===== src/rtl/irda_sir_pkg.sv =====
package irda_sir_pkg;

    localparam int unsigned DIV_W    = 8;
    localparam int unsigned OVS      = 16;
    localparam int unsigned PH_W     = $clog2(OVS);
    localparam int unsigned NRM_END  = 3;
    localparam int unsigned LP_TICKS = 3;
    localparam int unsigned LPC_W    = $clog2(LP_TICKS + 1);
    localparam int unsigned HOLD_W   = $clog2(OVS + 1);
    localparam int unsigned HIT_W    = 2;

    typedef enum logic {
        MODE_NORMAL = 1'b0,
        MODE_LOWPWR = 1'b1
    } sir_mode_e;

    typedef struct packed {
        logic [DIV_W-1:0] div;
        logic [DIV_W-1:0] cnt;
    } div_st_t;

    typedef struct packed {
        logic [PH_W-1:0]  phase;
        logic             armed;
        logic             pulse;
        logic [LPC_W-1:0] ticks;
    } tx_st_t;

    typedef struct packed {
        logic              s1;
        logic              s2;
        logic [HIT_W-1:0]  hits;
        logic [HOLD_W-1:0] hold;
    } rx_st_t;

endpackage


===== src/rtl/sir_lp_divider.sv =====
module sir_lp_divider
    import irda_sir_pkg::*;
(
    input  logic             clk,
    input  logic             rst_n,
    input  logic             enable,
    input  logic             wr_en,
    input  logic [DIV_W-1:0] wr_div,
    output logic [DIV_W-1:0] div_o,
    output logic             tick_o
);

    div_st_t st_d, st_q;
    logic    tick;

    always_comb begin
        st_d = st_q;
        tick = 1'b0;
        if (!enable || st_q.div == '0) begin
            st_d.cnt = '0;
        end else if (st_q.cnt <= DIV_W'(1)) begin
            // reload point: emit the tick and restart from the divisor
            tick     = 1'b1;
            st_d.cnt = st_q.div;
        end else begin
            st_d.cnt = st_q.cnt - 1'b1;
        end
        if (wr_en) begin
            st_d.div = wr_div;
        end
    end

    always_ff @(posedge clk) begin
        if (!rst_n) begin
            st_q <= '0;
        end else begin
            st_q <= st_d;
        end
    end

    assign div_o  = st_q.div;
    assign tick_o = tick;

endmodule


===== src/rtl/sir_tx_enc.sv =====
module sir_tx_enc
    import irda_sir_pkg::*;
(
    input  logic      clk,
    input  logic      rst_n,
    input  logic      enable,
    input  sir_mode_e mode,
    input  logic      baud16_en,
    input  logic      tick,
    input  logic      tx_bit,
    output logic      sir_o
);

    tx_st_t st_d, st_q;
    logic   bit_start;

    always_comb begin
        st_d      = st_q;
        bit_start = baud16_en && (st_q.phase == '0);
        if (!enable) begin
            st_d = '0;
        end else begin
            if (mode == MODE_NORMAL) begin
                st_d.armed = 1'b0;
                st_d.ticks = '0;
                if (bit_start && !tx_bit) begin
                    st_d.pulse = 1'b1;
                end else if (baud16_en && st_q.phase == PH_W'(NRM_END)) begin
                    st_d.pulse = 1'b0;
                end
            end else begin
                if (st_q.pulse) begin
                    if (tick) begin
                        if (st_q.ticks == LPC_W'(LP_TICKS - 1)) begin
                            st_d.pulse = 1'b0;
                            st_d.ticks = '0;
                        end else begin
                            st_d.ticks = st_q.ticks + 1'b1;
                        end
                    end
                end else if (st_q.armed && tick) begin
                    st_d.pulse = 1'b1;
                    st_d.armed = 1'b0;
                    st_d.ticks = '0;
                end
                if (bit_start) begin
                    st_d.armed = !tx_bit;
                end
            end
            if (baud16_en) begin
                st_d.phase = (st_q.phase == PH_W'(OVS - 1)) ? '0 : st_q.phase + 1'b1;
            end
        end
    end

    always_ff @(posedge clk) begin
        if (!rst_n) begin
            st_q <= '0;
        end else begin
            st_q <= st_d;
        end
    end

    assign sir_o = st_q.pulse;

endmodule


===== src/rtl/sir_rx_dec.sv =====
module sir_rx_dec
    import irda_sir_pkg::*;
(
    input  logic clk,
    input  logic rst_n,
    input  logic baud16_en,
    input  logic tick,
    input  logic sir_in,
    output logic sync_o,
    output logic rx_o
);

    rx_st_t st_d, st_q;
    logic   accept;

    always_comb begin
        st_d    = st_q;
        accept  = 1'b0;
        st_d.s1 = sir_in;
        st_d.s2 = st_q.s1;
        if (!st_q.s2) begin
            st_d.hits = '0;
        end else if (tick && st_q.hits != HIT_W'(2)) begin
            st_d.hits = st_q.hits + 1'b1;
            accept    = (st_q.hits == HIT_W'(1));
        end
        if (accept) begin
            st_d.hold = HOLD_W'(OVS);
        end else if (baud16_en && st_q.hold != '0) begin
            st_d.hold = st_q.hold - 1'b1;
        end
    end

    always_ff @(posedge clk) begin
        if (!rst_n) begin
            st_q <= '0;
        end else begin
            st_q <= st_d;
        end
    end

    assign sync_o = st_q.s2;
    assign rx_o   = (st_q.hold == '0);

endmodule


===== src/rtl/irda_sir_shaper.sv =====
module irda_sir_shaper
    import irda_sir_pkg::*;
#(
    parameter int unsigned CFG_W = 32
) (
    input  logic             clk,
    input  logic             rst_n,
    input  logic             enable,
    input  logic             low_power,
    input  logic             baud16_en,
    input  logic             tx_bit,
    output logic             sir_out,
    input  logic             sir_in,
    output logic             rx_bit,
    input  logic             cfg_we,
    input  logic [CFG_W-1:0] cfg_wdata,
    output logic [CFG_W-1:0] cfg_rdata
);

    localparam int unsigned RSVD_W = CFG_W - DIV_W;

    logic [DIV_W-1:0] lp_div;
    logic             lp_tick;
    logic             rx_sync;
    sir_mode_e        mode;

    assign mode = low_power ? MODE_LOWPWR : MODE_NORMAL;

    sir_lp_divider u_div (
        .clk    (clk),
        .rst_n  (rst_n),
        .enable (enable),
        .wr_en  (cfg_we),
        .wr_div (cfg_wdata[DIV_W-1:0]),
        .div_o  (lp_div),
        .tick_o (lp_tick)
    );

    sir_tx_enc u_tx (
        .clk       (clk),
        .rst_n     (rst_n),
        .enable    (enable),
        .mode      (mode),
        .baud16_en (baud16_en),
        .tick      (lp_tick),
        .tx_bit    (tx_bit),
        .sir_o     (sir_out)
    );

    sir_rx_dec u_rx (
        .clk       (clk),
        .rst_n     (rst_n),
        .baud16_en (baud16_en),
        .tick      (lp_tick),
        .sir_in    (sir_in),
        .sync_o    (rx_sync),
        .rx_o      (rx_bit)
    );

    assign cfg_rdata = {{RSVD_W{1'b0}}, lp_div};

endmodule


===== config.mk =====
export PLATFORM = sky130hd
export DESIGN_NAME = irda_sir_shaper
export DESIGN_NICKNAME = d
export VERILOG_FILES = /design/src/rtl/irda_sir_pkg.sv /design/src/rtl/sir_lp_divider.sv /design/src/rtl/sir_tx_enc.sv /design/src/rtl/sir_rx_dec.sv /design/src/rtl/irda_sir_shaper.sv
export SDC_FILE = /design/constraint.sdc
export NUM_CORES = 1
export LEC_CHECK = 0
export BUFFER_PORTS_ARGS = -buffer_cell sky130_fd_sc_hd__buf_2
export CELL_PAD_IN_SITES_DETAIL_PLACEMENT = 2
export CELL_PAD_IN_SITES_GLOBAL_PLACEMENT = 2
export CORE_MARGIN = 3
export CORE_UTILIZATION = 30
export CTS_BUF_LIST = sky130_fd_sc_hd__clkbuf_16
export CTS_CLUSTER_DIAMETER = 120
export DETAILED_ROUTE_END_ITERATION = 10
export PLACE_DENSITY_LB_ADDON = 0.2
export SETUP_SLACK_MARGIN = 0.2
export SLEW_MARGIN = 40
export SYNTH_ARGS = -nofsm -noshare
export SYNTH_HDL_FRONTEND = slang
export SYNTH_SLANG_ARGS = --single-unit

===== constraint.sdc =====
create_clock -name clk -period 2.85 [get_ports clk]
set_input_delay 0.4275 -clock clk [delete_from_list [all_inputs] [get_ports clk]]
set_output_delay 0.4275 -clock clk [all_outputs]
set_load 0.01 [all_outputs]

# Word-level counts from Yosys, hierarchy flattened
# Index checks and enable logic that the tools add are counted.
# classes
n_addsub	5
order_cmp	1
eq_ne	7
n_mux	19
bitwise	1
reduce_logical	24
# ops
operator	count
1-bit 2-to-1 mux	10
5-bit 2-to-1 mux	2
3-bit 2-to-1 mux	3
8-bit by 1-bit <= comparator with 1-bit output (second input constant)	1
8-bit logical NOT	1
4-bit 2-to-1 mux	2
8-bit 2-to-1 mux	1
2-bit AND reduction	4
8-bit by 1-bit subtractor with 8-bit output (second input constant)	1
1-bit logical AND	6
2-bit nonzero test	3
5-bit logical NOT	1
5-bit nonzero test	1
5-bit by 1-bit subtractor with 5-bit output (second input constant)	1
2-bit by 1-bit adder with 2-bit output (second input constant)	2
4-bit by 1-bit adder with 4-bit output (second input constant)	1
4-bit by 2-bit equality test with 1-bit output (second input constant)	1
4-bit equality test (second input constant)	1
4-bit logical NOT	1
2-bit inequality test (second input constant)	2
2-bit OR reduction	2
3-bit AND reduction	1
3-bit nonzero test	1
2-bit by 1-bit equality test with 1-bit output (second input constant)	1
other kinds (6)	7
# totals
reg_bits	33
in_bits	40
elab_cells	68

# Longest topological paths before layout
# depth
word_depth	7
ltp_mapped	7
mapped_depth_nobuf	6

# Modules after synthesis
# A second synthesis with hierarchy kept.
# unflattened
cells_unflattened	205
hier_area_um2	1825.5
# modules_own_cells
module	n_inst	cells_per_inst	area_per_inst_um2
sir_lp_divider	1	87	825.8
sir_tx_enc	1	50	419.2
sir_rx_dec	1	43	396.6
irda_sir_shaper	1	25	183.9

# Worst setup path after synthesis
# Ideal clock, no wire load.
# synth_timing
path_kind	register to register
startpoint	register u_div.st_q[0] (netlist bit)
endpoint	register u_tx.st_q (netlist bit u_tx.sir_o)
t_arrival_ps	1509
required_ps	2724
path_slack_ps	1214
stages_incl_launch_ff	8
cell_sequence	dfxtp_1 > inv_1 > ha_1 > or2_1 > and4_1 > buf_4 > a41oi_2 > nor4_2
# synth_via
elab_chain_cells	7
elab_cells_between_ends	8
classes_between	1 x order compare; 6 x mux; 1 x reduce/logical
# synth_rtl
element	line	rtl
start, declared	sir_lp_divider.sv:13	div_st_t st_d, st_q;
start signal, assigned	sir_lp_divider.sv:37	st_q <= st_d;
8-bit by 1-bit <= comparator with 1-bit output (*)	sir_lp_divider.sv:21	end else if (st_q.cnt <= DIV_W'(1)) begin
1-bit 2-to-1 mux (*)	sir_lp_divider.sv:21	
1-bit 2-to-1 mux (*)	sir_lp_divider.sv:19	if (!enable || st_q.div == '0) begin
1-bit logical AND	sir_tx_enc.sv:41	end else if (st_q.armed && tick) begin
4-bit 2-to-1 mux	sir_tx_enc.sv:41	
3-bit 2-to-1 mux (*)	sir_tx_enc.sv:32	if (st_q.pulse) begin
3-bit 2-to-1 mux (*)	sir_tx_enc.sv:23	if (mode == MODE_NORMAL) begin
end signal, assigned	sir_tx_enc.sv:60	st_q <= st_d;
end, declared	sir_tx_enc.sv:14	tx_st_t st_d, st_q;
# Every way passes the cells marked *; elsewhere a longest branch is shown, timed or not. The select of a mux whose other input is x is not followed.
# A chain may end at the register's enable or synchronous reset.

# Worst setup path after layout
# layout_timing
startpoint	register u_rx.st_q[0] (netlist bit)
endpoint	output rx_bit
# layout_via
elab_chain_cells	1
# layout_rtl
element	line	rtl
start, declared	sir_rx_dec.sv:13	rx_st_t st_d, st_q;
start signal, assigned	sir_rx_dec.sv:38	st_q <= st_d;
5-bit logical NOT	sir_rx_dec.sv:43	assign rx_o = (st_q.hold == '0);
end, declared	irda_sir_shaper.sv:14	output logic rx_bit,
# Every way passes these cells.

==> results.yml <==
timing:
  slew_violations: 0
  fin_skew_ps: 1.529
  hold-worst-slack_ps: 358.7
  final.min_clock_period_ps: 2072
  grt_setup_unrepaired: "false"
  post-route-period-util: 0.7270
  timing_worst_slew_pin_value_ps: 596.7
  post-route-worst-setup-slack_ps: 778.0
  timing.fmax_mhz: 482.6
  timing.max_slew.rel_slack: 0.5968
  fin_tns_setup_ps: 0
  setup_viol: 0
  final_hold_viol_count: 0
power_and_ir_drop:
  power-per-cell-area_nw_per_um2: 840.3
  ir_drop_mv: 0.2960
  total_power_mw: 1.796
  power.leakage_nw: 0.9011
route:
  detail_route.iter0.violations: 48
  antenna_left: 0
  detail_route.wirelength_mm: 4.439
  count_of_tritonroute_iterations_in_the_first_routing_pass: 4
  drt_drc_violations_left: 0
  routed_wire_length_per_instance_um: 14.37
  vias_per_cell: 4.845
  num_vias: 1497
status:
  status: "completed"
setup_path:
  worst_setup_path_end_kind: "output port"
  regToRegEndpoint: "u_rx.st_q[2]"
  reg2reg_setup_slack_ps: 950
  critPathMostFrequentCell: "inv_1"
  timing.critical_path.cells: "inv_1, ha_1, or4b_1, inv_1, buf_2"
  arrival_time_of_data_at_the_critical_path_endpoint_ps: 1640
  setup.worst_path.start_class: "flip-flop"
  cpPeakStageDelay_ps: 560
  crit_path_max_fanout: 6
  critical_path_required_ps: 2420
  worstReg2RegStart: "u_div.st_q[0]"
  slowest_stage: "or4b_1"
  r2r_cells: 6
  setup.worst_path.class: "reg -> out"
global_route:
  grt_first_pass_wirelength_mm: 7.507
  antenna_found_initial: 0
  vias_in_the_first_global_route: 1569
  global_route.overflow_total: 0
  grt_start_max_net_pins: 18
  grtUsageTotal: 0.1284
final_layout:
  flow.area_growth_from_synthesis_pct: 8.929
  finish.net_count: 281
  drive_gt1_frac: 0.1795
  layout.cells.most_common_list: "dfxtp_1, buf_2, conb_1"
  n_antenna_cell: 0
  ff_latch_area_um2: 660.6
  fill_cells: 699
  multiInputGateArea_um2: 1075
  final-instance-count-excl-fill: 309
  most_common_library_cell_in_the_layout_ignoring_fill_and_taps: "dfxtp_1"
yosys:
  post_synth_inst_count: 216
  ys.flop_type: "dfxtp_1"
  async_reset_ff_frac: 0
  synth-edff-count: 0
  yosysWarnings: 0
  synth.lib_cells_used.distinct: 50
  number_of_flip_flops_and_latches_in_the_synthesized_netlist: 33
  synth.yosys.seq_area_share: 0.3367
  syn-mean-instance-area_um2: 9.083
  synthesis.area_um2: 1962
clock_tree:
  tritoncts_num_sinks: 33
  cts_tree: "yes"
  clock_root_buffer: "clkbuf_16"
  clk_pin_slew_worst_paths_ps: 50
  cts_buffer_depth: 2
  post_cts_buffers: 0
  clkLatencyLatePin_ps: 280
  cts_resized: 0
  tritoncts.num_buffers: 5
  ctsHtreeMaxLevel: 2
  cts.hold.buffers_added: 0
floorplan:
  fp.dieH_um: 86.87
  floorplan.initialDensity: 0.3200
  chipWidth_um: 86.87
  rows: 28
  coreArea_um2: 6131
  die_area_um2: 7546
  top_ports: 74
placement:
  portBuffers: 25
  routabilityCongestion: 0.6963
  dp_cell_count: 301
  hpwlAfterDp_mm: 3.233
  preCtsSetupSlack_ps: 942.9
hold_path:
  min_to: "u_rx.st_d[7]"
  timing.hold.worst.start: "sir_in"
  worstHoldPathType: "in -> reg"
  timing.hold.worst_path_depth: 2
flow_run:
  maxCapViolations: 0
## cell families after synthesis
family                     after synthesis  synth area share
and+or+nand+nor                         75            0.2290
buffers and inverters                   50            0.1594
DFF                                     33            0.3367
AOI/OAI and AO/OA                       31            0.1346
muxes                                   10           0.05166
adders and majority gates                8           0.05102
xor gates and xnor gates                 8           0.03572
other                                    1          0.001911
## flip-flops by register name, indices dropped and copies added (netlist names)
name and cells:
u_rx.st_q 7, u_div.st_q 8, u_rx.st_d 1, u_rx.sync_o 1, u_div.div_o 8, u_tx.st_q 7, u_tx.sir_o 1
## cells in the mapped netlist, types with 5 or more instances
| cell type | instances | area share |
|---|---|---|
| a211oi_1 | 5 | 0.019 |
| buf_4 | 33 | 0.13 |
| dfxtp_1 | 33 | 0.34 |
| ha_1 | 8 | 0.051 |
| inv_1 | 12 | 0.023 |
| mux2i_1 | 9 | 0.046 |
| nand2_1 | 10 | 0.019 |
| nor2_1 | 17 | 0.033 |
| nor2b_1 | 10 | 0.032 |
| nor3_1 | 5 | 0.013 |
| xnor2_1 | 5 | 0.022 |
## worst max path at each step
stage	start	endpoint	slack, ps	cells past startpoint
after floorplan	u_div.st_q[0]	u_tx.sir_o	1210	7
after global placement	u_div.st_q[0]	u_rx.st_q[0]	950	6
after detailed placement	u_div.st_q[0]	u_rx.st_q[2]	940	6
after CTS	u_rx.st_q[0]	rx_bit	740	5
after global routing	u_rx.st_q[0]	rx_bit	640	5
final	u_rx.st_q[0]	rx_bit	780	5
## area by class of cell
class,count,area share
Timing Repair Buffer,25,0.05855
Sequential cell,33,0.3091
Clock buffer,5,0.05855
Clock inverter,3,0.005855
Inverter,12,0.02108
Multi-Input combinational cell,156,0.5029
Tap cell,75,0.04391
## per-stage QoR
step	utilization	instance area, µm²
after floorplan	-	2048
final	0.3486	2137
after global routing	0.3486	2137
after global placement	0.3261	1999
after CTS	0.3486	2137
after detailed placement	0.3261	1999
## worst max-delay path: cells and delay by family, from the launching register on
kind                       cells  cell delay (ps)
adders and majority gates      1              170
buffers and inverters          3              330
DFF                            1              310
and+or+nand+nor                1              560
## where the power goes
group	total [mW]	internal, mW	switching, mW
sequential	0.592	0.524	0.0684
combinational	0.697	0.273	0.424
clock	0.507	0.315	0.192
## metal layers
layer	share of wire	track usage	vias to the layer above
met5	0	0	-
met4	0.023	0.06374	0
met3	0.042	0.02933	7
met2	0.52	0.2250	27
met1	0.41	0.1451	727
li1	-	-	736
No activity file was read; power rests on OpenSTA's default activity.
